[config.mk]
export PLATFORM = sky130hd
export DESIGN_NAME = phase_comparator_tri
export DESIGN_NICKNAME = d
export VERILOG_FILES = /design/src/rtl/pfd_pkg.sv /design/src/rtl/pfd_edge_det.sv /design/src/rtl/pfd_core.sv /design/src/rtl/pfd_lock_mon.sv /design/src/rtl/phase_comparator_tri.sv
export SDC_FILE = /design/constraint.sdc
export NUM_CORES = 1
export LEC_CHECK = 0
export BUFFER_PORTS_ARGS = -buffer_cell sky130_fd_sc_hd__buf_4
export CAP_MARGIN = 10
export CORE_MARGIN = 4
export CORE_UTILIZATION = 40
export CTS_CLUSTER_DIAMETER = 50
export DETAILED_ROUTE_END_ITERATION = 12
export GPL_ROUTABILITY_DRIVEN = 0
export HOLD_SLACK_MARGIN = 0.02
export PLACE_DENSITY = 0.64
export SYNTH_ARGS = -nofsm -noshare
export SYNTH_HDL_FRONTEND = slang
export SYNTH_HIERARCHICAL = 1
export SYNTH_SLANG_ARGS = --single-unit
[constraint.sdc]
create_clock -name clk -period 1.35 [get_ports clk]
set_input_delay 0.0675 -clock clk [delete_from_list [all_inputs] [get_ports clk]]
set_output_delay 0.0675 -clock clk [all_outputs]
set_load 0.01 [all_outputs]
[src/rtl/pfd_pkg.sv]
package pfd_pkg;

  typedef enum logic [1:0] {
    PD_IDLE = 2'b00,
    PD_UP   = 2'b01,
    PD_DN   = 2'b10
  } pd_state_e;

  localparam int unsigned N_INPUTS = 2;
  localparam int unsigned IDX_REF  = 0;
  localparam int unsigned IDX_FB   = 1;

  function automatic logic drive_level(pd_state_e st, logic pol);
    logic lvl;
    case (st)
      PD_UP:   lvl = pol;
      PD_DN:   lvl = ~pol;
      default: lvl = 1'b0;
    endcase
    return lvl;
  endfunction

endpackage

[src/rtl/pfd_edge_det.sv]
module pfd_edge_det (
  input  logic clk,
  input  logic rst_n,
  input  logic sig,
  output logic rise
);

  logic prev_q;
  logic prev_d;

  always_comb begin
    prev_d = sig;
    rise   = sig & ~prev_q;
  end

  always_ff @(posedge clk or negedge rst_n) begin
    if (!rst_n) prev_q <= 1'b0;
    else        prev_q <= prev_d;
  end

endmodule

[src/rtl/pfd_core.sv]
module pfd_core
  import pfd_pkg::*;
(
  input  logic      clk,
  input  logic      rst_n,
  input  logic      rise_ref,
  input  logic      rise_fb,
  output pd_state_e state
);

  pd_state_e state_q;
  pd_state_e state_d;

  always_comb begin
    state_d = state_q;
    case (state_q)
      PD_IDLE: begin
        if (rise_ref && !rise_fb)      state_d = PD_UP;
        else if (rise_fb && !rise_ref) state_d = PD_DN;
        else                           state_d = PD_IDLE;
      end
      PD_UP:   if (rise_fb)  state_d = PD_IDLE;
      PD_DN:   if (rise_ref) state_d = PD_IDLE;
      default: state_d = PD_IDLE;
    endcase
  end

  always_ff @(posedge clk or negedge rst_n) begin
    if (!rst_n) state_q <= PD_IDLE;
    else        state_q <= state_d;
  end

  assign state = state_q;

  AST_UP_ON_REF_ONLY: assert property (@(posedge clk) disable iff (!rst_n)
    (state_q == PD_IDLE && rise_ref && !rise_fb) |=> state_q == PD_UP);
  AST_DN_ON_FB_ONLY: assert property (@(posedge clk) disable iff (!rst_n)
    (state_q == PD_IDLE && rise_fb && !rise_ref) |=> state_q == PD_DN);
  AST_UP_RELEASE: assert property (@(posedge clk) disable iff (!rst_n)
    (state_q == PD_UP && rise_fb) |=> state_q == PD_IDLE);
  AST_UP_HOLD: assert property (@(posedge clk) disable iff (!rst_n)
    (state_q == PD_UP && !rise_fb) |=> state_q == PD_UP);
  AST_DN_HOLD: assert property (@(posedge clk) disable iff (!rst_n)
    (state_q == PD_DN && !rise_ref) |=> state_q == PD_DN);
  AST_COINCIDENT_IDLE: assert property (@(posedge clk) disable iff (!rst_n)
    (state_q == PD_IDLE && rise_ref && rise_fb) |=> state_q == PD_IDLE);

endmodule

[src/rtl/pfd_lock_mon.sv]
module pfd_lock_mon #(
  parameter int unsigned LOCK_W = 8
) (
  input  logic              clk,
  input  logic              rst_n,
  input  logic              ref_rise,
  input  logic              drive_active,
  input  logic [LOCK_W-1:0] lock_count,
  output logic              locked
);

  localparam logic [LOCK_W-1:0] CNT_MAX = {LOCK_W{1'b1}};

  logic [LOCK_W-1:0] cnt_q, cnt_d;
  logic              locked_q, locked_d;
  logic              cnt_en;

  always_comb begin
    cnt_en = drive_active | ref_rise;
    cnt_d  = cnt_q;
    if (drive_active)              cnt_d = '0;
    else if (ref_rise && cnt_q != CNT_MAX) cnt_d = cnt_q + 1'b1;
    locked_d = (cnt_d != '0) && (cnt_d >= lock_count);
  end

  always_ff @(posedge clk or negedge rst_n) begin
    if (!rst_n) begin
      cnt_q    <= '0;
      locked_q <= 1'b0;
    end else begin
      if (cnt_en) cnt_q <= cnt_d;
      locked_q <= locked_d;
    end
  end

  assign locked = locked_q;

  AST_LOCK_DROP: assert property (@(posedge clk) disable iff (!rst_n)
    drive_active |=> !locked_q);
  AST_COUNT_SATURATE: assert property (@(posedge clk) disable iff (!rst_n)
    (cnt_q == CNT_MAX && !drive_active) |=> cnt_q == CNT_MAX);
  AST_LOCK_NEEDS_COUNT: assert property (@(posedge clk) disable iff (!rst_n)
    locked_q |-> cnt_q != '0);

endmodule

[src/rtl/phase_comparator_tri.sv]
module phase_comparator_tri
  import pfd_pkg::*;
#(
  parameter int unsigned LOCK_W = 8
) (
  input  logic              clk,
  input  logic              rst_n,
  input  logic              ref_div,
  input  logic              fb_div,
  input  logic              polarity,
  input  logic [LOCK_W-1:0] lock_count,
  output logic              drv_en,
  output logic              drv_lvl,
  output logic              locked
);

  logic rst_meta_q, rst_sync_q;

  always_ff @(posedge clk or negedge rst_n) begin
    if (!rst_n) begin
      rst_meta_q <= 1'b0;
      rst_sync_q <= 1'b0;
    end else begin
      rst_meta_q <= 1'b1;
      rst_sync_q <= rst_meta_q;
    end
  end

  logic [N_INPUTS-1:0] in_vec;
  logic [N_INPUTS-1:0] rise_vec;

  assign in_vec[IDX_REF] = ref_div;
  assign in_vec[IDX_FB]  = fb_div;

  for (genvar gi = 0; gi < N_INPUTS; gi++) begin : g_edge
    pfd_edge_det i_edge (
      .clk  (clk),
      .rst_n(rst_sync_q),
      .sig  (in_vec[gi]),
      .rise (rise_vec[gi])
    );
  end

  pd_state_e pd_state;

  pfd_core i_core (
    .clk     (clk),
    .rst_n   (rst_sync_q),
    .rise_ref(rise_vec[IDX_REF]),
    .rise_fb (rise_vec[IDX_FB]),
    .state   (pd_state)
  );

  always_comb begin
    drv_en  = (pd_state != PD_IDLE);
    drv_lvl = drive_level(pd_state, polarity);
  end

  pfd_lock_mon #(.LOCK_W(LOCK_W)) i_lock (
    .clk         (clk),
    .rst_n       (rst_sync_q),
    .ref_rise    (rise_vec[IDX_REF]),
    .drive_active(drv_en),
    .lock_count  (lock_count),
    .locked      (locked)
  );

  AST_FLOAT_LEVEL_LOW: assert property (@(posedge clk) disable iff (!rst_sync_q)
    !drv_en |-> !drv_lvl);
  AST_HELD_HIGH_NO_ACTION: assert property (@(posedge clk) disable iff (!rst_sync_q)
    (!drv_en && $stable(ref_div) && $stable(fb_div)) |=> !drv_en);

endmodule

Word level (Yosys, flattened, before mapping)
Cells that the tools add are included.

$add $sub $neg: 1. Order comparisons: 1. Eq/ne operators: 5. Muxes and demuxes: 8. Bitwise logic cells: 6. Reductions and logical operators: 10.

Operators with widths (number): 8-bit two-way mux (2); 8-bit by 1-bit adder with 8-bit output (second input constant) (1); 8-bit >= comparator (1); 2-bit two-way mux (4); 8-bit inequality test (second input constant) (1); 8-bit nonzero test (1); 2-bit case mux with 3 select lines (1); 1-bit logical AND (4); 2-bit by 1-bit inequality test with 1-bit output (second input constant) (2); 1-bit inverter (3); 1-bit bitwise AND (2); 2-bit by 1-bit equality test with 1-bit output (second input constant) (1); 2-bit equality test (second input constant) (1); 1-bit logical NOT (2); 2-bit logical NOT (1); 1-bit case mux with 2 select lines (1); 2-bit AND reduction (1); 2-bit nonzero test (1); 1-bit bitwise OR (1).

Flip-flop bits (word level): 15. Input bits: 13.

Logic depth before layout (Yosys ltp)
Gate-level depths: netlist (run 1).

Depth in word-level cells: 7. Depth in mapped cells: 13. Gate-level depth less buffers: 13.

Hierarchy
Netlist (run 1), hierarchy kept.

Modules (own cells, without submodules): pfd_lock_mon (instances 1, cells each 79, area an instance 701.9 um^2, sequential area each 225.2 um^2); phase_comparator_tri (instances 1, cells each 7, area an instance 82.6 um^2, sequential area each 50.0 um^2); pfd_edge_det (instances 2, cells each 2, area an instance 38.8 um^2, sequential area each 25.0 um^2); pfd_core (instances 1, cells each 5, area an instance 68.8 um^2, sequential area each 50.0 um^2).

Least setup slack after synthesis (run 1)
No wires, ideal clock.

Path kind: register to register. Start point: reg i_core.state_q[0], in the netlist i_core/state[0]. End point: reg i_lock.locked_q, in the netlist i_lock/locked. Data arrival time: 2.298 ns. Required time: 1.226 ns. Path slack: -1.072 ns. Stages on the path, launching flop included: 13. Path buffers: 2. Clock period less this slack: 2.422 ns. Path through: dfrtp_1 or2_1 buf_1 clkbuf_1 nor2_1 inv_1 ha_1 nand2b_1 a21o_1 a211oi_1 o21ai_0 a21o_1 o31a_1.

Word-level cells in the longest chain between the ends: 4. Elaborated cells between the ends (all ways): 5. Classes of those cells: 1 x order compare; 1 x mux; 3 x reduce/logical.

RTL lines: from (decl) (RTL line pfd_core.sv:11) `pd_state_e state_q;`; from (signal assigned) (RTL line pfd_core.sv:30) `else state_q <= state_d;`; 2-bit nonzero test (*) (RTL line phase_comparator_tri.sv:55) `drv_en = (pd_state != PD_IDLE);`; net drv_en (RTL line phase_comparator_tri.sv:12) `output logic drv_en,`; 8-bit two-way mux (*) (RTL line pfd_lock_mon.sv:21) `if (drive_active) cnt_d = '0;`; 8-bit >= comparator or 8-bit nonzero test (tied branches) (RTL line pfd_lock_mon.sv:23) `locked_d = (cnt_d != '0) && (cnt_d >= lock_count);`; 1-bit logical AND (*) (RTL line pfd_lock_mon.sv:23); net i_lock.locked_d (RTL line pfd_lock_mon.sv:15) `logic locked_q, locked_d;`; to (signal assigned) (RTL line pfd_lock_mon.sv:32) `locked_q <= locked_d;`; to (decl) (RTL line pfd_lock_mon.sv:15).

Mark *: on every way through the listed nets, which the timed path passes. The rest lies on a longest branch. A chain may end at the register's enable or synchronous reset.

Final worst setup path (run 1)
Start point: reg i_lock.cnt_q[3]. End point: reg i_lock.locked_q, in the netlist i_lock/locked.

Word-level cells in the longest chain between the ends: 6. Elaborated cells between the ends (all ways): 8. Classes of those cells: 1 x add/sub; 1 x order compare; 1 x eq/ne; 2 x mux; 3 x reduce/logical.

RTL lines: from (decl) (RTL line pfd_lock_mon.sv:14) `logic [LOCK_W-1:0] cnt_q, cnt_d;`; from (signal assigned) (RTL line pfd_lock_mon.sv:31) `if (cnt_en) cnt_q <= cnt_d;`; parallel branches: the longest is 2 deep, another holds 8-bit by 1-bit adder with 8-bit output; 8-bit two-way mux (*) (RTL line pfd_lock_mon.sv:22) `else if (ref_rise && cnt_q != CNT_MAX) cnt_d = cnt_q + 1'b1;`; 8-bit two-way mux (*) (RTL line pfd_lock_mon.sv:21); 8-bit >= comparator or 8-bit nonzero test (tied branches) (RTL line pfd_lock_mon.sv:23); 1-bit logical AND (*) (RTL line pfd_lock_mon.sv:23); net i_lock.locked_d (RTL line pfd_lock_mon.sv:15).

Mark *: on every way through the listed nets, which the timed path passes.

==> results of run 1 <==
==> repair_timing <==
| action | 4_1_cts | 5_1_grt |
|---|---|---|
| endpoints found under the setup margin | 9 | 9 |
| pin swaps | 5 | 3 |
| hold buffers | 3 | 0 |
| resized for setup | 4 | 12 |
| hold endpoints to repair | 4 | 0 |
| buffers inserted | 1 | 1 |
==> through the flow <==
| step | hold WS (ns) | cells | area (um^2) |
|---|---|---|---|
| floorplan | -0.228 | 95 | 1010 |
| global placement | -0.151 | 168 | 1370 |
| detailed placement | -0.149 | 168 | 1370 |
| CTS | 0.0558 | 176 | 1460 |
| global route | 0.0665 | 176 | 1510 |
| finish | 0.0723 | 176 | 1510 |
==> logic make-up after synthesis <==
logic type | after synthesis | synth area share, %
AO/OA/AOI/OAI | 22 | 16.9
XOR/XNOR | 2 | 1.88
adder cells (fa/ha/maj) | 9 | 12.1
buffers and inverters | 12 | 4.84
flip-flops | 15 | 40.3
multiplexers | 2 | 2.15
other | 1 | 0.403
AND/OR/NAND/NOR | 32 | 21.4
==> worst max-delay path, cell delays in order (launching register included) <==
cell and delay [ns]:
dfrtp_1 0.36, nand4_1 0.24, o21ai_4 0.26, xor2_2 0.21
nor2_4 0.05, inv_1 0.05, ha_1 0.21, nand2b_4 0.13
a21o_1 0.16, a211oi_2 0.17, o21ai_1 0.08, a21o_1 0.16
o31a_1 0.09
==> state kept, by name (all words and copies together), names as in the netlist <==
| name | count |
|---|---|
| i_core/state | 2 |
| g_edge.i_edge/prev_q | 2 |
| i_lock/locked | 1 |
| i_lock/cnt_q | 8 |
| rst_sync_q | 1 |
| rst_meta_q | 1 |
==> worst max path at each step <==
| stage | endpoint | cells past startpoint | slack (ns) |
|---|---|---|---|
| after floorplan | i_lock/locked | 13 | -0.87 |
| after global placement | i_lock/locked | 11 | -0.89 |
| after detailed placement | i_lock/locked | 11 | -0.95 |
| after CTS | i_lock/locked | 12 | -0.92 |
| after global routing | i_lock/locked | 13 | -1.03 |
| final | i_lock/locked | 12 | -0.92 |
==> metal layers <==
layer / up-vias / wire length, um / global-route usage, % / share of wire [%]
met5: - / 0 / 0 / 0
li1: 445 / - / - / -
met2: 13 / 1250 / 28.0 / 51
met3: 4 / 71 / 5.10 / 2.9
met1: 434 / 1110 / 20.4 / 45
met4: 0 / 32 / 3.73 / 1.3
==> where the power goes <==
part | leakage, nW | switching [W] | total [W] | internal (W)
combinational | 0.520 | 0.000172 | 0.000396 | 0.000223
clock | 0.0139 | 0.000161 | 0.000274 | 0.000113
sequential | 0.197 | 0.0000300 | 0.000506 | 0.000476
==> layout make-up <==
cell class / instances / share of cell area (%)
inverters: 10 / 2.48
well taps: 28 / 2.32
clock inverters: 1 / 0.497
repair buffers: 51 / 26.3
multi-input cells: 68 / 42.1
clock buffers: 3 / 1.49
flip-flops and latches: 15 / 24.8
==> synth_stat cells (all sizes together) <==
cell,number
clkbuf,1
a311oi,2
o22ai,1
and4,1
nor3,5
xor2,1
buf,1
a21o,2
a21boi,1
or4,1
conb,1
ha,9
dfrtp,15
nor4,1
o21ai,3
xnor2,1
a21oi,3
o21a,2
nand4,2
nor2b,2
mux2i,2
nand2,2
a211oi,5
nor2,12
nand3,3
a31oi,1
nand2b,2
or2,1
o31a,1
o211ai,1
inv,10
==> impl_metrics.tcl, run 1 <==
set metrics [dict create \
    vias 896 \
    die_h_um 56.2 \
    seq_area_um2 375 \
    fin_crit_sh_pct 168 \
    critPathKind "reg2reg" \
    status "finished with violations" \
    die_w_um 56.2 \
    cts_tree "done" \
    ioPinCount 16 \
    fillCellCount 164 \
    clock_latency_ns 0.30 \
    start_util_pct 42.1 \
    utilization_pct 68.3 \
    core_um2 2210 \
    antenna_cells 0 \
    drive_gt1_share_pct 53.4 \
    r2r_cells 12 \
    drt_wl_total_mm 2.46 \
    finalSetupTns_ns -1.17 \
    drv_slew 0 \
    synth_top_area_cell "dfrtp_1" \
    violations "setup timing" \
    antenna_found_initial 0 \
    finalSetupViolations 6 \
    crit_path_start_kind "register" \
    area_growth_pct 62.4 \
    clock-sinks 15 \
    cp-end-kind "register" \
    power_density_nw_per_um2 778 \
    total_power_w 0.00118 \
    fmax_mhz 441 \
    ys_ff_latch 15 \
    synth_top_area_share_pct 40.3 \
    multi_input_area_um2 636 \
    io_buffers 15 \
    dpl_worst_slack_ns -0.950 \
    cts_root_buffer "clkbuf_4" \
    yosysUniqueCellTypes 34 \
    yosysSeqAreaShare_pct 40.3 \
    syn_area_per_cell_um2 9.80 \
    ant_nets 0 \
    syn_area_um2 931 \
    synth_cells 95 \
    grt_pass1_vias 921 \
    drv_cap 0 \
    htreeDepth 1 \
    grt_max_degree 14 \
    tightest_slew_ns 0.587 \
    power_leakage_nw 0.731 \
    period_needed_ns 2.27 \
    crit_fanout 2 \
    synthesis.nets 117 \
    yosys_warnings 6 \
    cts_buffers 3 \
    core.rowCount 17 \
    post-route-drc-count 0 \
    finalWorstSetupSlack_ns -0.918 \
    detail_route.wl_per_cell_um 14.0 \
    grt_overflow 0 \
    finClkSkew_ns 0.0186 \
    dp_hpwl_mm 1.89 \
    ctsLongestPathBuffers 2 \
    worstPathArrival_ns 2.46 \
    dieArea_um2 3160 \
    hold_viol 0 \
    rrSetupSlack_ns -0.92 \
    reg2reg_to "i_lock/locked" \
    hold_path_class "in2async" \
    rsz0062_at_grt "true" \
    layout_commonest_cell "buf_4" \
    firstDrtPassIters 2 \
    r2r_start "i_lock/cnt_q[3]" \
    crit_start "i_lock/cnt_q[3]" \
    final_cell_mix "buf_4 (46), dfrtp_1 (15), inv_1 (10)" \
    dr.first_iter.drc_count 3 \
    via_per_inst 5.09 \
    path_clk_slew_ns 0.11 \
    synth.area.top_cells "dfrtp_1 (40%), ha_1 (12%), a211oi_1 (4.0%)" \
    final_nets 171 \
    worstPathRequired_ns 1.55 \
    grt_use_total_pct 16.5 \
    grt_first_pass_wirelength_mm 4.13 \
    slew_headroom_pct 60.9 \
    max-vdd-ir-drop_uv 630 \
]
Note: power is estimated with default switching activity, not from simulation.
==> run 2: changes to the inputs <==
==> constraint.sdc (replaced) <==
create_clock -name clk -period 1.35 [get_ports clk]
set_input_delay 0.2025 -clock clk [delete_from_list [all_inputs] [get_ports clk]]
set_output_delay 0.2025 -clock clk [all_outputs]
set_load 0.01 [all_outputs]
==> run 2 against run 1 <==
The run still ends with setup timing left. Largest power group unchanged. Global-route usage decreased by 0.096 points. Maximum frequency about the same. Worst setup slack improved by 0.0022 ns. Design area decreased by 1.1%. Sequential share of layout area increased by 0.27 points. Non-clock buffer count decreased by 2. Register-to-register slack about the same. Sequential power about the same.
==> impl_metrics.tcl, run 2 (same netlist as run 1, synthesis figures left out) <==
set metrics [dict create \
    grt_overflow 0 \
    crit_fanout 2 \
    post-route-drc-count 0 \
    finalWorstSetupSlack_ns -0.915 \
    start_util_pct 42.1 \
    pwr-share-comb_pct 33.4 \
    min_path_cells 1 \
    ctsLongestPathBuffers 2 \
    top_register "i_lock/cnt_q" \
    area_growth_pct 60.6 \
    dp_hpwl_mm 1.89 \
    cts_buffers 3 \
    final_cell_mix "buf_4 (45), dfrtp_1 (15), inv_1 (10)" \
    period_needed_ns 2.27 \
    seqPwrFrac_pct 43.3 \
    path_clk_slew_ns 0.11 \
    drt_wl_total_mm 2.40 \
    via_per_inst 5.06 \
    crit_path_start_kind "register" \
    violations "setup timing" \
    vias 881 \
    grt_first_pass_wirelength_mm 4.11 \
    finalSetupViolations 8 \
    drv_slew 0 \
    clock-sinks 15 \
    utilization_pct 67.6 \
    clock_latency_ns 0.30 \
    ioPinCount 16 \
    cp-end-kind "register" \
    finalSetupTns_ns -1.28 \
    ant_nets 0 \
    clkPwrFrac_pct 23.3 \
    max-vdd-ir-drop_uv 636 \
    critPathKind "reg2reg" \
    fin_crit_sh_pct 168 \
    drv_cap 0 \
    antenna_found_initial 0 \
    slew_headroom_pct 59.7 \
    drive_gt1_share_pct 54.1 \
    final_nets 169 \
    p_int_w 0.000811 \
    die_h_um 56.2 \
    hold_end "g_edge[1].i_edge/prev_q" \
    p_sw_w 0.000360 \
    detail_route.wl_per_cell_um 13.8 \
    power_density_nw_per_um2 784 \
    cts_root_buffer "clkbuf_4" \
    r2r_cells 12 \
    die_w_um 56.2 \
    fmax_mhz 441 \
    finClkSkew_ns 0.0193 \
    antenna_cells 0 \
    r2r_start "i_lock/cnt_q[6]" \
    layout_commonest_cell "buf_4" \
    reg2reg_to "i_lock/locked" \
    tightest_slew_ns 0.604 \
    holdCritStartpoint "fb_div" \
    firstDrtPassIters 3 \
    htreeDepth 1 \
    grt_use_total_pct 16.4 \
    fillCellCount 167 \
    io_buffers 15 \
    power_leakage_nw 0.723 \
    grt_max_degree 14 \
    worstPathRequired_ns 1.55 \
    hold_path_class "in2reg" \
    dieArea_um2 3160 \
    hold_viol 0 \
    dr.first_iter.drc_count 5 \
    largest_register_ffs 8 \
    status "finished with violations" \
    core.rowCount 17 \
    grt_pass1_vias 910 \
    rrSetupSlack_ns -0.92 \
    cts_tree "done" \
    swShare_pct 30.7 \
    worstPathArrival_ns 2.46 \
    rsz0062_at_grt "true" \
    core_um2 2210 \
]
==> run 2: per-stage QoR <==
step	instance area, um^2	hold WS (ns)	std cells	setup WS, ns	total power [W]
after floorplan	1010	-0.0931	95	-0.866	0.000715
after global placement	1370	-0.0156	168	-0.887	0.000846
after detailed placement	1370	-0.0144	168	-0.950	0.000861
after CTS	1460	0.0275	174	-0.925	0.00117
after global routing	1500	0.0235	174	-1.03	0.00125
final	1500	0.0378	174	-0.915	0.00117
==> run 2: how the worst max path moves through the flow <==
stage,from,depth (start not counted),end,slack (ns)
floorplan,i_lock/cnt_q[0],13,i_lock/locked,-0.87
global placement,g_edge[0].i_edge/prev_q,11,i_lock/locked,-0.89
detailed placement,g_edge[0].i_edge/prev_q,11,i_lock/locked,-0.95
CTS,i_lock/cnt_q[6],12,i_lock/locked,-0.92
global route,i_lock/cnt_q[1],13,i_lock/locked,-1.03
finish,i_lock/cnt_q[6],12,i_lock/locked,-0.92
==> run 2: power by group through the flow <==
stage	registers (W)	clock network [W]	logic [W]
after global routing	0.000514	0.000312	0.000426
after global placement	0.000513	0	0.000333
final	0.000507	0.000273	0.000392
after floorplan	0.000519	0	0.000197
after CTS	0.000508	0.000290	0.000376
after detailed placement	0.000516	0	0.000345
==> run 2: worst max-delay path, cell delays in order, from the launching register on <==
cell and delay (ns):
dfrtp_1 0.36, nand4_1 0.24, o21ai_4 0.26, xor2_2 0.21, nor2_4 0.05, inv_1 0.05, ha_1 0.21, nand2b_4 0.13
a21o_1 0.16, a211oi_2 0.17, o21ai_1 0.08, a21o_1 0.16, o31a_1 0.09
==> run 2: area by class of cell <==
class | count | area, um^2 | share of cell area, %
clock inverters | 1 | 7.51 | 0.502
multi-input cells | 68 | 636 | 42.5
flip-flops and latches | 15 | 375 | 25.1
repair buffers | 49 | 382 | 25.5
inverters | 10 | 37.5 | 2.51
clock buffers | 3 | 22.5 | 1.51
well taps | 28 | 35.0 | 2.34
==> run 2: what timing repair did <==
item	in CTS	in global routing
buffers inserted	1	1
gates resized for setup	8	10
hold endpoints to repair	2	0
hold buffers	1	0
pin swaps	6	2
setup endpoints to repair	10	9
==> run 2: per-layer routing <==
| layer | GRT usage [%] | up-vias | wire [um] |
|---|---|---|---|
| li1 | - | 443 | - |
| met1 | 20.2 | 427 | 1100 |
| met2 | 27.9 | 9 | 1220 |
| met3 | 5.10 | 2 | 69 |
| met4 | 3.73 | 0 | 16 |
| met5 | 0 | - | 0 |
==> run 3: changes to the inputs <==
--- a/config.mk
+++ b/config.mk
@@ -16,5 +16,4 @@
 export PLACE_DENSITY = 0.64
 export SYNTH_ARGS = -nofsm -noshare
 export SYNTH_HDL_FRONTEND = slang
-export SYNTH_HIERARCHICAL = 1
 export SYNTH_SLANG_ARGS = --single-unit
==> run 3 against run 2 <==
The flow still finishes with violations (setup timing). Utilization up 3.7 points. Design area up 6.4%. Worst setup slack worse by 0.12 ns. Critical path depth up 1. Power down 0.32%. Sequential cell count unchanged. Critical endpoint is now i_lock.locked.
==> impl_metrics.tcl, run 3 <==
set metrics [dict create \
    layout_commonest_cell "buf_4" \
    finalSetupTns_ns -2.11 \
    path_clk_slew_ns 0.09 \
    cts_root_buffer "clkbuf_4" \
    ant_nets 0 \
    crit_path_start_kind "register" \
    drv_slew 0 \
    via_per_inst 4.98 \
    die_h_um 56.6 \
    fmax_mhz 419 \
    cp_cell_sequence "ha_2 -> nand4_1 -> o21ai_2 -> xor2_1 -> nor2_1 -> inv_1 -> ha_1 -> nand2b_4 -> a21oi_2 -> nor2b_1 -> o2111ai_1 -> a31oi_1 -> a2bb2oi_1" \
    power_density_nw_per_um2 734 \
    tightest_slew_ns 0.544 \
    area_growth_pct 68.3 \
    grt_max_degree 14 \
    cts_tree "done" \
    worstPathRequired_ns 1.51 \
    drv_cap 0 \
    post-route-drc-count 0 \
    antenna_cells 0 \
    hold_viol 0 \
    synth_top_area_cell "dfrtp_1" \
    drt_wl_total_mm 2.56 \
    path_buf_inv 1 \
    crit_fanout 3 \
    start_util_pct 42.4 \
    utilization_pct 71.3 \
    top_register "i_lock.cnt_q" \
    cts_buffers 3 \
    slowest_delay_ns 0.37 \
    dieArea_um2 3210 \
    cp-end-kind "register" \
    vias 932 \
    core.rowCount 17 \
    critPathKind "reg2reg" \
    ioPinCount 16 \
    die_w_um 56.6 \
    synth.area.top_cells "dfrtp_1 (40%), ha_1 (12%), inv_1 (4.4%)" \
    finClkSkew_ns 0.000744 \
    yosysUniqueCellTypes 37 \
    core_um2 2230 \
    finalWorstSetupSlack_ns -1.03 \
    ys_async_sr_fraction_pct 100 \
    io_buffers 15 \
    dpl_worst_slack_ns -0.957 \
    finalSetupViolations 10 \
    firstDrtPassIters 4 \
    detail_route.wl_per_cell_um 13.7 \
    violations "setup timing" \
    rsz0062_at_grt "true" \
    placed_cell_area_um2 1360 \
    cp_top_family "compound AO/OA/AOI/OAI gates" \
    clock_latency_ns 0.28 \
    ys_ff_latch 15 \
    clock-sinks 15 \
    drive_gt1_share_pct 56.6 \
    synth_common_cells "dfrtp_1 (15), inv_1 (11), ha_1 (9), nor2_1 (9)" \
    synth_cells 98 \
    synth_top_area_share_pct 39.7 \
    htreeDepth 1 \
    syn_area_per_cell_um2 9.65 \
    period_needed_ns 2.38 \
    fillCellCount 163 \
    synth_most_common_cell "dfrtp_1" \
    largest_register_ffs 8 \
    yosysSeqAreaShare_pct 39.7 \
    synth_top_flop_cell "dfrtp_1" \
    syn_area_um2 946 \
    antenna_found_initial 0 \
    dr.first_iter.drc_count 10 \
    slew_headroom_pct 63.7 \
    fin_crit_sh_pct 177 \
    grt_overflow 0 \
    final_area_um2 1590 \
    grt_first_pass_wirelength_mm 4.00 \
    hold_path_class "in2reg" \
    yosys_warnings 0 \
    status "finished with violations" \
    worstPathArrival_ns 2.55 \
    synth_edf_count 0 \
    grt_pass1_vias 940 \
    grt_use_total_pct 16.0 \
    crit_slowest_cell "dfrtp_1" \
    power_leakage_nw 0.806 \
    synthesis.nets 120 \
    max-vdd-ir-drop_uv 777 \
    ctsLongestPathBuffers 2 \
    final_nets 182 \
    dp_hpwl_mm 1.84 \
    final_cell_mix "buf_4 (50), dfrtp_1 (15), inv_1 (11)" \
]
==> run 3: kinds of logic (layout without fill, tap and decap cells) <==
family                   after synthesis  count (layout)  synth area share, %
AO/OA/AOI/OAI                         19              19                 15.2
adder cells (fa/ha/maj)                9               9                 11.9
buffers and inverters                 13              74                 5.42
other                                  1               1                0.396
multiplexers                           3               3                 3.17
XOR/XNOR                               1               1                0.926
AND/OR/NAND/NOR                       37              37                 23.3
flip-flops                            15              15                 39.7
==> run 3: stage by stage <==
step / instances / hold slack [ns] / power [W]
5_1_grt: 187 / 0.107 / 0.00125
3_5_place_dp: 176 / -0.0137 / 0.000826
6_report: 187 / 0.132 / 0.00117
2_1_floorplan: 98 / -0.0931 / 0.000650
4_1_cts: 183 / 0.0250 / 0.00112
3_3_place_gp: 176 / -0.0149 / 0.000811
==> run 3: path summary, 6_finish.rpt <==
path	slack [ns]	endpoint	start	cells past startpoint
hold / removal	0.13	g_edge[0].i_edge.prev_q	ref_div	2
max in group asynchronous	0.77	i_lock.cnt_q[6]	rst_sync_q	0
hold reg to reg	0.23	g_edge[0].i_edge.prev_q	rst_sync_q	0
setup reg to reg	-1.03	i_lock.locked	i_lock.cnt_q[0]	13
setup / recovery	-1.03	i_lock.locked	i_lock.cnt_q[0]	13
min in group asynchronous	0.23	g_edge[0].i_edge.prev_q	rst_sync_q	0
==> run 3: power by group <==
group	total, W	switching (W)	leakage, nW	internal (W)
sequential	0.000499	0.0000227	0.197	0.000476
clock	0.000254	0.000144	0.0177	0.000110
combinational	0.000415	0.000187	0.591	0.000228
==> run 3: repair_timing <==
| action | CTS | global route |
|---|---|---|
| hold buffers | 1 | 1 |
| gates resized for setup | 13 | 20 |
| setup buffers | 3 | 6 |
| gates cloned | 0 | 0 |
| hold endpoints to repair | 2 | 1 |
| setup endpoints to repair | 11 | 11 |
| pin swaps | 6 | 12 |
==> run 3: routing by layer <==
metal  vias up  share of wire [%]  track usage [%]
met4         0                  0             2.03
li1        472                  -                -
met3         0                3.1             4.60
met1       446                 44             19.2
met5         -                  0                0
met2        14                 53             28.7
==> run 3: cell type report <==
| class | count | area [um^2] | area share (%) |
|---|---|---|---|
| multi-input cells | 70 | 638 | 40.1 |
| repair buffers | 59 | 474 | 29.8 |
| flip-flops and latches | 15 | 375 | 23.6 |
| inverters | 11 | 41.3 | 2.59 |
| well taps | 28 | 35.0 | 2.20 |
| clock buffers | 3 | 22.5 | 1.42 |
| clock inverters | 1 | 5.00 | 0.314 |
==> run 3: worst reg2reg max path, cell delays in order, from the launching register on <==
cell	delay [ns]
dfrtp_1	0.37
ha_2	0.19
nand4_1	0.12
o21ai_2	0.22
xor2_1	0.09
nor2_1	0.17
inv_1	0.07
ha_1	0.27
nand2b_4	0.14
a21oi_2	0.10
nor2b_1	0.05
o2111ai_1	0.22
a31oi_1	0.12
a2bb2oi_1	0.14
